File: src/rtl/irq_vector_unit.sv
module irq_vector_unit #(
  parameter int PC_W   = 32,
  parameter int INFO_W = 16,
  parameter int TYPE_W = 8,
  parameter int OP_W   = 5,
  parameter int OP_RFI = 29,
  parameter int OP_EEN = 10,
  parameter int OP_EDI = 11,
  parameter int OP_SVI = 16,
  parameter int OP_RI  = 17
) (
  input  logic              clk,
  input  logic              rst_n,
  input  logic              irq_req,
  input  logic [TYPE_W-1:0] irq_type,
  input  logic [INFO_W-1:0] irq_info,
  output logic              irq_ack,
  input  logic              fetch_start,
  input  logic              cmd_valid,
  input  logic [OP_W-1:0]   cmd_op,
  input  logic [INFO_W-1:0] cmd_a,
  input  logic [PC_W-1:0]   cmd_b,
  input  logic [PC_W-1:0]   pc_cur,
  output logic              pc_load,
  output logic [PC_W-1:0]   pc_next,
  output logic              int_en,
  output logic              sv_valid,
  output logic [INFO_W-1:0] sv_info,
  output logic [PC_W-1:0]   sv_pc
);
  localparam int LO_W = 4;
  localparam int HI_W = PC_W - TYPE_W - LO_W;

  logic              en_q;
  logic [PC_W-1:0]   spc_q;
  logic [INFO_W-1:0] info_q;
  logic              take, go;
  logic              is_rfi, is_een, is_edi, is_svi, is_ri;
  logic [PC_W-1:0]   vec_addr;

  assign take   = fetch_start & irq_req & en_q;
  assign go     = cmd_valid & ~take;
  assign is_rfi = go & (cmd_op == OP_W'(OP_RFI));
  assign is_een = go & (cmd_op == OP_W'(OP_EEN));
  assign is_edi = go & (cmd_op == OP_W'(OP_EDI));
  assign is_svi = go & (cmd_op == OP_W'(OP_SVI));
  assign is_ri  = go & (cmd_op == OP_W'(OP_RI));

  assign vec_addr = {{HI_W{1'b0}}, irq_type, {LO_W{1'b0}}};

  assign irq_ack  = take;
  assign pc_load  = take | is_rfi;
  assign pc_next  = take ? vec_addr : spc_q;
  assign int_en   = en_q;
  assign sv_valid = is_svi;
  assign sv_info  = info_q;
  assign sv_pc    = spc_q;

  always_ff @(posedge clk) begin
    if (!rst_n) begin
      en_q   <= 1'b0;
      spc_q  <= '0;
      info_q <= '0;
    end else if (take) begin
      en_q   <= 1'b0;
      spc_q  <= pc_cur;
      info_q <= irq_info;
    end else begin
      if (is_rfi || is_een) en_q <= 1'b1;
      else if (is_edi)      en_q <= 1'b0;
      if (is_ri) begin
        spc_q  <= cmd_b;
        info_q <= cmd_a;
      end
    end
  end
endmodule

File: config.mk
export PLATFORM = sky130hd
export DESIGN_NAME = irq_vector_unit
export DESIGN_NICKNAME = d
export VERILOG_FILES = /design/src/rtl/irq_vector_unit.sv
export SDC_FILE = /design/constraint.sdc
export NUM_CORES = 1
export LEC_CHECK = 0
export ABC_AREA = 0
export BUFFER_PORTS_ARGS = -buffer_cell sky130_fd_sc_hd__buf_2
export CAP_MARGIN = 20
export CORE_MARGIN = 5
export CORE_UTILIZATION = 40
export DETAILED_ROUTE_END_ITERATION = 12
export GPL_TIMING_DRIVEN = 1
export PLACE_DENSITY_LB_ADDON = 0.25
export SETUP_SLACK_MARGIN = 0.2
export SLEW_MARGIN = 10
export SYNTH_ARGS = -nofsm -noshare
export SYNTH_HDL_FRONTEND = slang
export SYNTH_SLANG_ARGS = --single-unit
export TNS_END_PERCENT = 30
File: constraint.sdc
create_clock -name clk -period 1.6 [get_ports clk]
set_input_delay 0.16 -clock clk [delete_from_list [all_inputs] [get_ports clk]]
set_output_delay 0.16 -clock clk [all_outputs]
set_load 0.005 [all_outputs]
==> flow_summary.json <==
{
  "outcome": "finished clean",
  "crit_type": "register to output pin",
  "min_to": "sv_pc[26]",
  "n_fill_cell": 618,
  "cts_buffers": 5,
  "total_power_mw": 2.36,
  "wl_per_cell_um": 16.3,
  "synth-edff-count": 0,
  "rr_endpoint": "sv_info[3]",
  "maxCapViolations": 0,
  "p_switching_mw": 0.623,
  "core_area_mm2": 0.00628,
  "drtPass1Iterations": 4,
  "cts_root_buf": "clkbuf_8",
  "grtUsageTotal": 0.229,
  "clkSlewWorstSetupHoldPaths_ns": 0.09,
  "setup_violations": 0,
  "fin_crit_sh": 0.931,
  "required_ns": 1.44,
  "cp_max_fo": 13,
  "ir_worst_vdd_v": 0.000412,
  "max_freq_mhz": 672,
  "grt_overflow_total": 0,
  "die_width_um": 90.0,
  "switching_share": 0.264,
  "syn_nets": 458,
  "cts_buffer_depth": 2,
  "fin_skew_ns": 0.00275,
  "r2r_start": "int_en",
  "worstSkewPairLatency_ns": 0.30,
  "holdPathStages": 3,
  "cts_tree": "yes",
  "power_density_mw_per_mm2": 622,
  "report.final.hold_viol_count": 0,
  "ys.flop_type": "dfxtp_1",
  "htree_num_levels": 2,
  "viasPerCell": 5.50,
  "power_frac_comb": 0.165,
  "worstSetupEndpointType": "output pin",
  "r2r_setup_slack_ns": 0.36,
  "finalWirelength_um": 9860,
  "design_area_mm2": 0.00379,
  "placed_cell_area_mm2": 0.00357,
  "worstMarginPinSlew_ns": 0.542,
  "utilization": 0.604,
  "synth-seq-cells": 49,
  "synth_area_mm2": 0.00256,
  "synth_cells": 344,
  "yosysSeqAreaShare": 0.384,
  "fin_crit_ns": 1.49,
  "critPathLaunchType": "register",
  "grt_max_degree": 49,
  "power.internal_mw": 1.74,
  "hold_slack_ns": 0.125,
  "die_y_um": 90.0,
  "arrival_ns": 1.33,
  "vias": 3330,
  "drive_gt1_frac": 0.442,
  "relSlewSlack": 0.639,
  "hold_class": "input port to register",
  "num_rows": 29,
  "ant_nets": 0,
  "antenna_found_initial": 0,
  "p_leak_nw": 1.85,
  "grt_pass1_wl_um": 15600,
  "power_frac_clock": 0.303,
  "dp_hpwl_um": 7140,
  "fin_tns_setup_ns": 0,
  "drc": 0,
  "boundaryPins": 198,
  "io_buffers": 197,
  "yosysWarnings": 0,
  "synth_area_per_cell_um2": 7.43,
  "initial_core_util": 0.407,
  "rsz0062_at_grt": "true",
  "synth_cell_types": 26,
  "fin_nets": 642,
  "worstHoldStart": "cmd_b[26]",
  "slew_violations": 0,
  "seq_power_share": 0.533,
  "area_growth_pct": 48.3,
  "n_antenna_cell": 0,
  "grt_pass1_vias": 3218,
  "synth-async-reset-ratio": 0,
  "die-area_mm2": 0.00809,
  "initialDrtViolationCount": 190,
  "ff2ff_path_depth": 6,
  "place_congestion": 0.815,
  "clkSinkCount": 49
}
==> power by group through the flow <==
stage / clock network, mW / registers (mW) / logic (mW)
after floorplan: 0 / 1.29 / 0.153
after global placement: 0 / 1.29 / 0.370
after detailed placement: 0 / 1.29 / 0.373
after CTS: 0.735 / 1.26 / 0.386
after global routing: 0.791 / 1.26 / 0.427
final: 0.715 / 1.26 / 0.389
==> critical path, cell delays in order (launching register included) <==
cell	delay, ns
dfxtp_4	0.36
nand3_4	0.10
buf_12	0.16
buf_12	0.13
and2_1	0.15
buf_2	0.12
==> worst max-delay path by stage <==
| stage | start | to | slack (ns) | depth (start not counted) |
|---|---|---|---|---|
| finish | int_en | pc_next[13] | 0.11 | 5 |
| global route | int_en | pc_next[7] | 0.04 | 5 |
| CTS | int_en | sv_valid | 0.06 | 5 |
| detailed placement | cmd_op[3] | sv_info[4] | 0.16 | 4 |
| global placement | int_en | sv_valid | 0.12 | 5 |
| floorplan | int_en | pc_next[24] | 0.38 | 4 |
==> layout make-up <==
type                    count  area [um2]  share of cell area
inverters                   2        7.51             0.00198
flip-flops and latches     49         985               0.260
clock inverters             2        10.0             0.00264
multi-input cells         254        1420               0.374
clock buffers               6        72.6              0.0191
repair buffers            216        1200               0.317
well taps                  77        96.3              0.0254
==> synth_stat cells (2+ instances only) <==
library cell  instances  area share
buf_4                 4       0.012
a31oi_1              48        0.12
and2_1               24       0.059
nand3_1               6       0.012
buf_2                 9       0.018
a21oi_1              43       0.084
clkbuf_1             21       0.031
buf_6                 3       0.013
dfxtp_1              49        0.38
nand2_1              26       0.038
o21ai_1              20       0.039
clkbuf_2              2      0.0039
o21ai_0              76        0.15
==> what timing repair did <==
action,CTS,global route
pin swaps,2,2
endpoints found under the setup margin,35,35
hold buffers,0,0
gates resized for setup,16,5
buffers inserted,2,1
cloned,1,0
==> sequential cells by signal, indices dropped and copies added, names as in the netlist <==
register	cells
sv_pc	32
sv_info	16
int_en	1
==> through the flow <==
| step | worst slack, ns | instances |
|---|---|---|
| floorplan | 0.378 | 344 |
| global placement | 0.125 | 594 |
| detailed placement | 0.164 | 594 |
| CTS | 0.0608 | 605 |
| global route | 0.0439 | 606 |
| finish | 0.111 | 606 |
==> cell usage in the layout (no fill, tap or decap), drive strengths merged <==
cell type / Yosys / layout
nand2: 26 / 26
inv: 2 / 2
a31oi: 48 / 48
o211ai: 1 / 1
nand3b: 1 / 1
and2: 24 / 24
a31o: 1 / 1
and3b: 1 / 1
o21ai: 96 / 96
bufbuf: 0 / 1
clkbuf: 23 / 6
nor4b: 1 / 1
nand3: 6 / 6
and3: 1 / 1
dfxtp: 49 / 49
clkinv: 0 / 2
a21oi: 43 / 43
buf: 16 / 215
a221oi: 1 / 1
nor3b: 2 / 2
or3b: 1 / 1
and4b: 1 / 1
==> routing by layer <==
| metal | wire length (um) | vias to the layer above | GRT usage |
|---|---|---|---|
| met4 | 239 | 0 | 0.0769 |
| met1 | 3750 | 1510 | 0.269 |
| met2 | 4950 | 177 | 0.398 |
| met5 | 0 | - | 0 |
| li1 | - | 1625 | - |
| met3 | 921 | 18 | 0.0668 |
==> cells by family (layout without fill, tap and decap cells) <==
logic type / count (synthesis) / after routing / synth area share
and+or+nand+nor: 64 / 64 / 0.137
AOI/OAI and AO/OA: 190 / 190 / 0.399
DFF: 49 / 49 / 0.384
buffers and inverters: 41 / 226 / 0.0802
Power figures use the tool's default switching activity.
